File: config.mk
export PLATFORM = sky130hd
export DESIGN_NAME = softstart_seq
export DESIGN_NICKNAME = d
export VERILOG_FILES = /design/src/rtl/ss_pkg.sv /design/src/rtl/ss_us_tick.sv /design/src/rtl/ss_phase_timer.sv /design/src/rtl/softstart_seq.sv
export SDC_FILE = /design/constraint.sdc
export NUM_CORES = 1
export LEC_CHECK = 0
export BUFFER_PORTS_ARGS = -buffer_cell sky130_fd_sc_hd__buf_4
export CAP_MARGIN = 10
export CORE_MARGIN = 8
export CORE_UTILIZATION = 60
export DETAILED_ROUTE_END_ITERATION = 12
export GPL_ROUTABILITY_DRIVEN = 0
export HOLD_SLACK_MARGIN = 0.03
export PLACE_DENSITY = 0.8
export SETUP_SLACK_MARGIN = 0.1
export SKIP_LAST_GASP = 1
export SLEW_MARGIN = 20
export SYNTH_ARGS = -nofsm -noshare
export SYNTH_HDL_FRONTEND = slang
export SYNTH_SLANG_ARGS = --single-unit
export TNS_END_PERCENT = 100
File: constraint.sdc
create_clock -name clk -period 3.15 [get_ports clk]
set_input_delay 0.1575 -clock clk [delete_from_list [all_inputs] [get_ports clk]]
set_output_delay 0.1575 -clock clk [all_outputs]
set_load 0.02 [all_outputs]
File: src/rtl/ss_pkg.sv
package ss_pkg;
    typedef enum logic [1:0] {
        SS_IDLE = 2'd0,
        SS_RAMP = 2'd1,
        SS_HOLD = 2'd2
    } ss_state_t;
endpackage

File: src/rtl/ss_us_tick.sv
module ss_us_tick #(
    parameter int unsigned DIV = 50
) (
    input  logic clk,
    input  logic rst_n,
    input  logic clr,
    output logic tick
);
    generate
        if (DIV <= 1) begin : g_pass
            assign tick = !clr;
        end else begin : g_div
            localparam int unsigned DW = $clog2(DIV);
            localparam logic [DW-1:0] LAST = DW'(DIV - 1);
            logic [DW-1:0] cnt_q;

            always_ff @(posedge clk or negedge rst_n) begin
                if (!rst_n)
                    cnt_q <= '0;
                else if (clr)
                    cnt_q <= '0;
                else if (cnt_q == LAST)
                    cnt_q <= '0;
                else
                    cnt_q <= cnt_q + 1'b1;
            end

            assign tick = !clr && (cnt_q == LAST);
        end
    endgenerate
endmodule

File: src/rtl/ss_phase_timer.sv
module ss_phase_timer #(
    parameter int unsigned LEN = 425
) (
    input  logic clk,
    input  logic rst_n,
    input  logic clr,
    input  logic tick,
    output logic phase_end
);
    generate
        if (LEN <= 1) begin : g_single
            assign phase_end = tick && !clr;
        end else begin : g_count
            localparam int unsigned PW = $clog2(LEN);
            localparam logic [PW-1:0] LAST = PW'(LEN - 1);
            logic [PW-1:0] ph_q;

            always_ff @(posedge clk or negedge rst_n) begin
                if (!rst_n)
                    ph_q <= '0;
                else if (clr)
                    ph_q <= '0;
                else if (tick) begin
                    if (ph_q == LAST)
                        ph_q <= '0;
                    else
                        ph_q <= ph_q + 1'b1;
                end
            end

            assign phase_end = tick && !clr && (ph_q == LAST);
        end
    endgenerate
endmodule

File: src/rtl/softstart_seq.sv
module softstart_seq
    import ss_pkg::*;
#(
    parameter int unsigned CLK_HZ     = 50_000_000,
    parameter int unsigned PHASE_US   = 425,
    parameter int unsigned NUM_PHASES = 5,
    parameter int unsigned CODE_W     = 3
) (
    input  logic              clk,
    input  logic              rst_n,
    input  logic              por_ok,
    input  logic              uvlo_ok,
    input  logic              chan_en,
    input  logic              in_reg,
    output logic [CODE_W-1:0] ilim_code,
    output logic              sw_en,
    output logic              ss_done
);
    localparam int unsigned US_DIV = (CLK_HZ / 1_000_000 > 0) ? CLK_HZ / 1_000_000 : 1;
    localparam logic [CODE_W-1:0] CODE_FULL  = CODE_W'(NUM_PHASES);
    localparam logic [CODE_W-1:0] CODE_FIRST = CODE_W'(1);

    ss_state_t         state_q, state_d;
    logic [CODE_W-1:0] code_q, code_d;
    logic              sw_q, done_q;
    logic              run_ok;
    logic              timer_clr;
    logic              us_tick;
    logic              phase_end;

    assign run_ok    = por_ok && uvlo_ok && chan_en;
    assign timer_clr = (state_q != SS_RAMP);

    ss_us_tick #(.DIV(US_DIV)) u_tick (
        .clk   (clk),
        .rst_n (rst_n),
        .clr   (timer_clr),
        .tick  (us_tick)
    );

    ss_phase_timer #(.LEN(PHASE_US)) u_phase (
        .clk       (clk),
        .rst_n     (rst_n),
        .clr       (timer_clr),
        .tick      (us_tick),
        .phase_end (phase_end)
    );

    // next-state and next-level decode
    always_comb begin
        state_d = state_q;
        code_d  = code_q;
        unique case (state_q)
            SS_IDLE: begin
                if (run_ok) begin
                    state_d = SS_RAMP;          // start
                    code_d  = CODE_FIRST;
                end
            end
            SS_RAMP: begin
                if (in_reg) begin
                    state_d = SS_HOLD;          // early
                    code_d  = CODE_FULL;
                end else if (phase_end) begin
                    if (code_q == CODE_FULL)
                        state_d = SS_HOLD;      // expire
                    else
                        code_d = code_q + 1'b1; // step
                end
            end
            SS_HOLD: begin
                code_d = CODE_FULL;
            end
            default: begin
                state_d = SS_IDLE;
                code_d  = '0;
            end
        endcase
        if (!run_ok) begin
            state_d = SS_IDLE;                  // abort
            code_d  = '0;
        end
    end

    // state register
    always_ff @(posedge clk or negedge rst_n) begin
        if (!rst_n)
            state_q <= SS_IDLE;
        else
            state_q <= state_d;
    end

    // registered outputs
    always_ff @(posedge clk or negedge rst_n) begin
        if (!rst_n) begin
            code_q <= '0;
            sw_q   <= 1'b0;
            done_q <= 1'b0;
        end else begin
            code_q <= code_d;
            sw_q   <= (state_d != SS_IDLE);
            done_q <= (state_q == SS_HOLD) && run_ok;
        end
    end

    assign ilim_code = code_q;
    assign sw_en     = sw_q;
    assign ss_done   = done_q;
endmodule

==> results.py, run 1 <==
metrics = {
    "grt": {
        "grt_first_pass_wirelength_mm": 4.326,
        "grt.overflow.total": 0,
        "antenna_found_initial": 0,
        "grt_max_degree": 23,
        "track_usage_pct": 15.31,
        "grt_pass1_vias": 928,
    },
    "cts": {
        "htreeDepth": 1,
        "clk_root_buffer_cell": "clkbuf_4",
        "cts_tree": "yes",
        "cts_buffers": 3,
        "clockBufferDepth": 2,
        "numClockSinks": 22,
        "clkTransAtPathRegs_ps": 130,
        "clock_latency_ps": 310,
    },
    "detailed_routing": {
        "drtIter0Drc": 38,
        "drc_errors": 0,
        "post_drt_wl_per_cell_um": 15.30,
        "dr.pass1.iters": 4,
        "routed_wl_mm": 2.448,
        "viasPerCell": 5.969,
        "vias": 955,
        "postRouteAntennaNets": 0,
    },
    "cells_and_area": {
        "seq_area_sq_um": 550.5,
        "utilization_pct": 71.65,
        "area_growth_pct": 13.01,
        "fillers": 147,
        "fin_cells": 160,
        "n_antenna_cell": 0,
        "drive_above_1_share_pct": 16.54,
        "multi_input_area_sq_um": 650.6,
        "finish.instance_area_sq_um": 1391,
        "nets": 146,
    },
    "run_status": {
        "outcome": "completed",
    },
    "pwr": {
        "p_seq_share_pct": 54.0,
        "power.leakage_nw": 0.6360,
        "p_int_uw": 424.1,
        "switching_power_uw": 108.5,
        "clkPwrFrac_pct": 41.0,
        "swShare_pct": 20.37,
        "ir_worst_vdd_v": 0.0002645,
        "p_comb_share_pct": 5.0,
        "p_per_area_nw_per_um2": 382.8,
    },
    "synthesis": {
        "synthesis.area_sq_um": 1231,
        "ys_seq_area_share_pct": 44.72,
        "synth-edff-count": 0,
        "syn_avg_cell_area_sq_um": 10.35,
        "synth_ff_type": "dfrtp_1",
        "synth_cells": 119,
        "synth_nets": 131,
        "synth_seq_cells": 22,
        "synth_warnings": 0,
        "ys_types": 43,
        "synthArstFlopShare_pct": 100.0,
    },
    "hold_path": {
        "min_delay_path_depth": 3,
        "hp-class": "primary input to flop",
    },
    "setup_path": {
        "crit_family": "simple AND/OR/NAND/NOR gates",
        "cp.depth": 4,
        "cp_cell_sequence": "or3b_4 > or2_1 > o31ai_1 > mux2_2",
        "crit_buf_inv": 0,
        "reg2reg_depth": 4,
        "end_kind": "flop",
        "cp_slowest_cell": "dfrtp_1",
        "worstPathMaxFanout": 11,
        "rrSetupSlack_ps": 1080,
        "cp_data_required_time_ps": 3360,
        "cp_slowest_stage_delay_ps": 440,
        "crit_type": "flop to flop",
        "cp.arrival_ps": 2290,
        "cp-start-kind": "flop",
    },
    "sta": {
        "slew_headroom_pct": 70.04,
        "hold_slack_ps": 118.2,
        "max_slew.worst_pin.slew_ps": 449.4,
        "setup_viol": 0,
        "rsz0062_at_grt": "no",
        "max_freq_mhz": 482.2,
        "skew_ps": 1.081,
        "hold_violations": 0,
        "drv_slew": 0,
        "fin_crit_ps": 2074,
        "fin_setup_tns_ps": 0,
        "fin_crit_sh_pct": 65.84,
    },
    "die": {
        "core_sq_um": 1942,
        "start_util_pct": 63.40,
        "ioPinCount": 11,
        "die_w_um": 61.30,
        "dieArea_sq_um": 3758,
        "die_y_um": 61.30,
        "rows": 16,
    },
    "job": {
        "drv_cap": 0,
    },
    "place": {
        "hpwl_mm": 1.743,
        "numPortBuffers": 10,
        "placed_area_sq_um": 1329,
        "dp_cells": 155,
    },
}
## layout by cell type, fill, tap and decap left out, types with 2 or more instances in the layout
master and n:
nand4b_1 2, a22o_1 3, dfrtp_1 22, nor3_1 2, and3_1 4, nor2b_1 3, o21a_1 2, nor2_1 13
inv_1 5, xor2_1 3, xnor2_1 4, nand2_1 5, ha_1 6, a21o_1 3, buf_4 10, nand3_1 7
clkbuf_4 3, and2_1 2, mux2_2 2, a21oi_1 3, o31ai_1 4
## logic make-up (layout without fill, tap and decap cells)
kind of cell,after synthesis,count (layout),share of synthesized area (%)
compound gates,26,26,16.77
xor+xnor,7,7,4.980
fa+ha+maj,6,6,6.097
buf+inv,6,20,2.439
flops,22,22,44.72
mux,2,2,1.829
simple gates,50,50,23.17
## metrics by stage
stage | total power, mW | worst slack [ps]
2_1_floorplan | 0.3029 | 1342
3_3_place_gp | 0.3184 | 1179
3_5_place_dp | 0.3191 | 1128
4_1_cts | 0.5383 | 1089
5_1_grt | 0.5530 | 990.3
6_report | 0.5326 | 1076
## what timing repair did
item | in CTS | in global routing
buffers inserted | 0 | 0
setup endpoints to repair | 0 | 0
hold buffers | 1 | 0
endpoints found under the hold margin | 22 | 0
resized for setup | 0 | 0
## cell usage after synthesis, types with 3 or more instances
master,instances,share of area (%)
a21oi_1,3,1.2
a22o_1,3,2.1
nand3_1,7,2.8
a21o_1,3,1.8
o31ai_1,4,2.4
nand2_1,5,1.5
nor2b_1,3,1.5
inv_1,5,1.5
and3_1,4,2.0
nor2_1,13,4.0
ha_1,6,6.1
xor2_1,3,2.1
dfrtp_1,22,45
xnor2_1,4,2.8
## worst paths after layout
check	from	to
worst max-delay path	u_tick.g_div.cnt_q[2]	ilim_code[0]
worst min-delay path	in_reg	state_q[0]
worst max register to register	u_tick.g_div.cnt_q[2]	ilim_code[0]
worst min register to register	u_tick.g_div.cnt_q[0]	u_tick.g_div.cnt_q[0]
max in group asynchronous	rst_n	u_phase.g_count.ph_q[6]
min in group asynchronous	rst_n	ss_done
## registers in the layout, summed over array words and instances, names as in the netlist
| name | cells |
|---|---|
| u_tick.g_div.cnt_q | 6 |
| state_q | 2 |
| ss_done | 1 |
| ilim_code | 3 |
| sw_en | 1 |
| u_phase.g_count.ph_q | 9 |
## layer usage
layer | wire length [um] | global-route usage [%] | part of all wire (%) | vias up
li1 | - | - | - | 471
met3 | 124 | 2.714 | 5.1 | 4
met1 | 1140 | 19.85 | 47 | 462
met5 | 0 | 0 | 0 | -
met4 | 31 | 6.977 | 1.3 | 0
met2 | 1151 | 24.03 | 47 | 18
## power groups by stage
stage          registers [mW]  clock network, mW  logic (mW)
2_1_floorplan           0.294                  0     0.00917
3_3_place_gp            0.293                  0      0.0255
3_5_place_dp            0.293                  0      0.0262
4_1_cts                 0.288              0.224      0.0273
5_1_grt                 0.288              0.234      0.0304
6_report                0.288              0.218      0.0268
## cell type report
type                       instances  share of cell area, %
clock buffer                       3                  1.619
multi-input combinational         91                  46.76
sequential                        22                  39.57
clock inverter                     1                  2.158
inverter                           5                  1.349
tap                               27                  2.428
timing repair buffer              11                  6.115
## worst register-to-register path, delay by kind of cell, from the launching register on
family           cells  cell delay, ps
AO/OA/AOI/OAI        1             330
AND/OR/NAND/NOR      2             840
flip-flops           1             440
multiplexers         1             370
Note: power is estimated with default switching activity, not from simulation.
==> run 2, diff against run 1 <==
--- a/config.mk
+++ b/config.mk
@@ -5,14 +5,15 @@
 export SDC_FILE = /design/constraint.sdc
 export NUM_CORES = 1
 export LEC_CHECK = 0
+export ABC_AREA = 1
 export BUFFER_PORTS_ARGS = -buffer_cell sky130_fd_sc_hd__buf_4
 export CAP_MARGIN = 10
 export CORE_MARGIN = 8
-export CORE_UTILIZATION = 60
+export CORE_UTILIZATION = 57
 export DETAILED_ROUTE_END_ITERATION = 12
 export GPL_ROUTABILITY_DRIVEN = 0
 export HOLD_SLACK_MARGIN = 0.03
-export PLACE_DENSITY = 0.8
+export PLACE_DENSITY = 0.77
 export SETUP_SLACK_MARGIN = 0.1
 export SKIP_LAST_GASP = 1
 export SLEW_MARGIN = 20
==> constraint.sdc (replaced) <==
create_clock -name clk -period 1.92 [get_ports clk]
set_input_delay 0.096 -clock clk [delete_from_list [all_inputs] [get_ports clk]]
set_output_delay 0.096 -clock clk [all_outputs]
set_load 0.02 [all_outputs]
==> run 2 against run 1 <==
Net effect:
- total power rose by 63%
- count of clock-buffer cells in the layout did not move
- combinational power rose by 65%
- register-to-register slack got worse by 590 ps
- global-route usage fell by 2.6 points
- final cell count rose by 19%
- core utilization fell by 5.8 points
- first-iteration DRC count fell by 16%
- non-clock buffer count did not move
- clock skew rose by 8.8 ps
- critical path type unchanged
==> results.py, run 2 <==
metrics = {
    "grt": {
        "grt_max_degree": 23,
        "antenna_found_initial": 0,
        "grtUsageMet1_pct": 15.20,
        "grt_pass1_vias": 993,
        "grt_first_pass_wirelength_mm": 4.167,
        "track_usage_pct": 12.72,
        "met3_usage_pct": 2.509,
        "met2_usage_pct": 21.09,
        "grt.overflow.total": 0,
        "grt-busiest-layer": "met2",
    },
    "detailed_routing": {
        "vias": 1004,
        "post_drt_wl_per_cell_um": 11.99,
        "drc_errors": 0,
        "drtIter0Drc": 32,
        "dr.pass1.iters": 4,
        "routed_wl_mm": 2.290,
        "viasPerCell": 5.257,
        "postRouteAntennaNets": 0,
    },
    "cells_and_area": {
        "final_common_cell": "nand2_1",
        "nets": 176,
        "fillers": 187,
        "largest_reg_flops": 9,
        "drive_above_1_share_pct": 17.79,
        "n_antenna_cell": 0,
        "fin_cells": 191,
        "finish.instance_area_sq_um": 1414,
        "top_register": "u_phase.g_count.ph_q",
        "area_growth_pct": 13.45,
        "utilization_pct": 65.81,
        "final_cell_mix": "nand2_1, inv_1, dfrtp_1",
    },
    "setup_path": {
        "crit_buf_inv": 3,
        "worst_path_most_repeated_cell": "inv_1",
        "cp_data_required_time_ps": 2140,
        "cp-start-kind": "flop",
        "cp_slowest_stage_delay_ps": 410,
        "reg2reg_depth": 9,
        "cp.arrival_ps": 1650,
        "end_kind": "flop",
        "crit_type": "flop to flop",
        "cp_slowest_cell": "dfrtp_1",
        "r2r_end": "u_phase.g_count.ph_q[0]",
        "r2r_start": "u_phase.g_count.ph_q[0]",
        "worstPathMaxFanout": 6,
        "rrSetupSlack_ps": 490,
        "cp_cell_sequence": "inv_1 > ha_1 > nand2_1 > inv_1 > nand2_2 > nor2_4 > inv_1 > nand2_2 > o21ai_0",
        "crit_family": "flip-flops",
    },
    "place": {
        "hpwl_mm": 1.743,
        "placed_area_sq_um": 1351,
        "numPortBuffers": 10,
        "dp_cells": 186,
        "pre_cts_slack_ps": 514.2,
    },
    "synthesis": {
        "synth_cells": 149,
        "synth_ff_type": "dfrtp_1",
        "ys_seq_area_share_pct": 44.18,
        "synth_area_leaders": "dfrtp_1, nand2_1, inv_1, ha_1, nand3_1",
        "synthMostInstantiatedCell": "nand2_1",
        "synth_nets": 161,
        "yosys.area.top_type": "dfrtp_1",
        "synthArstFlopShare_pct": 100.0,
        "synth_warnings": 0,
        "synth.top_cell.area_share_pct": 44.18,
        "synth-edff-count": 0,
        "synth_seq_cells": 22,
        "yosys-top-cells-count": "nand2_1, inv_1, dfrtp_1",
        "syn_avg_cell_area_sq_um": 8.364,
        "ys_types": 24,
        "synthesis.area_sq_um": 1246,
    },
    "sta": {
        "hold_slack_ps": 54.58,
        "slew_headroom_pct": 74.19,
        "skew_ps": 9.855,
        "drv_slew": 0,
        "max_slew.worst_pin.slew_ps": 385.7,
        "hold_violations": 0,
        "fin_crit_ps": 1431,
        "max_freq_mhz": 698.8,
        "fin_ws_ps": 488.9,
        "rsz0062_at_grt": "no",
        "fin_crit_sh_pct": 74.54,
        "fin_setup_tns_ps": 0,
        "setup_viol": 0,
    },
    "pwr": {
        "power.leakage_nw": 0.7085,
        "p_per_area_nw_per_um2": 615.4,
        "ir_worst_vdd_v": 0.0006108,
        "power.total_uw": 870.1,
    },
    "die": {
        "die_w_um": 62.76,
        "dieArea_sq_um": 3938,
        "start_util_pct": 58.01,
        "die_y_um": 62.76,
        "rows": 17,
        "ioPinCount": 11,
        "core_sq_um": 2148,
    },
    "hold_path": {
        "hold-path-endpoint": "ilim_code[1]",
        "hp-class": "primary input to flop",
        "min_delay_path_depth": 4,
        "hp-start": "in_reg",
    },
    "cts": {
        "cts_tree": "yes",
        "cts_buffers": 3,
        "cts_setup_buffers": 0,
        "clock_latency_ps": 310,
        "clockBufferDepth": 2,
        "numClockSinks": 22,
        "clkTransAtPathRegs_ps": 130,
        "htreeDepth": 1,
        "clk_root_buffer_cell": "clkbuf_4",
    },
    "job": {
        "drv_cap": 0,
    },
    "run_status": {
        "outcome": "completed",
    },
}
[run 2: cell types whose count changed in the layout (fill, tap and decap cells not counted), sizes merged, moves of 5 or more]
cell	change
nand4	+5
nand3	+6
nand2	+26
inv	+20
[run 2: worst max-delay path by stage]
stage | to | slack [ps] | depth (start not counted) | startpoint
6_report | u_phase.g_count.ph_q[0] | 490 | 9 | u_phase.g_count.ph_q[0]
5_1_grt | u_phase.g_count.ph_q[6] | 340 | 9 | u_phase.g_count.ph_q[0]
4_1_cts | u_phase.g_count.ph_q[0] | 490 | 9 | u_phase.g_count.ph_q[0]
3_5_place_dp | u_phase.g_count.ph_q[0] | 510 | 9 | u_phase.g_count.ph_q[0]
3_3_place_gp | u_phase.g_count.ph_q[2] | 530 | 9 | u_phase.g_count.ph_q[0]
2_1_floorplan | u_phase.g_count.ph_q[0] | 660 | 9 | u_phase.g_count.ph_q[0]
[run 2: final cells by class]
class,count,area (sq um),share of cell area [%]
timing repair buffer,11,85.08,6.018
sequential,22,550.5,38.94
inverter,25,93.84,6.637
clock buffer,3,22.52,1.593
clock inverter,1,30.03,2.124
tap,28,35.03,2.478
multi-input combinational,101,596.8,42.21
[run 2: worst register-to-register path, stage by stage, from the launching register on]
cell	delay, ps
dfrtp_1	410
inv_1	80
ha_1	190
nand2_1	60
inv_1	40
nand2_2	70
nor2_4	50
inv_1	170
nand2_2	100
o21ai_0	180
[run 2: routing by layer]
layer,up-vias,share of wire (%)
li1,511,-
met1,465,48
met2,24,48
met3,4,3.3
met4,0,1.1
met5,-,0
[run 2: cells by family (layout without fill, tap and decap cells)]
| kind of cell | Yosys count | count (layout) | share of synthesized area, % |
|---|---|---|---|
| buffers and inverters | 26 | 40 | 7.931 |
| XOR/XNOR | 5 | 5 | 3.515 |
| AND/OR/NAND/NOR | 69 | 69 | 29.12 |
| flip-flops | 22 | 22 | 44.18 |
| AO/OA/AOI/OAI | 21 | 21 | 9.237 |
| adder cells (fa/ha/maj) | 6 | 6 | 6.024 |
[run 2: report_power, final]
part | switching [mW] | internal, mW | leakage, nW | total (mW)
sequential | 0.00439 | 0.467 | 0.305 | 0.471
combinational | 0.0280 | 0.0163 | 0.375 | 0.0443
clock | 0.143 | 0.211 | 0.0279 | 0.354
[run 2: repair_timing]
action,CTS,global route
hold endpoints to repair,22,0
resized for setup,0,0
hold buffers,1,0
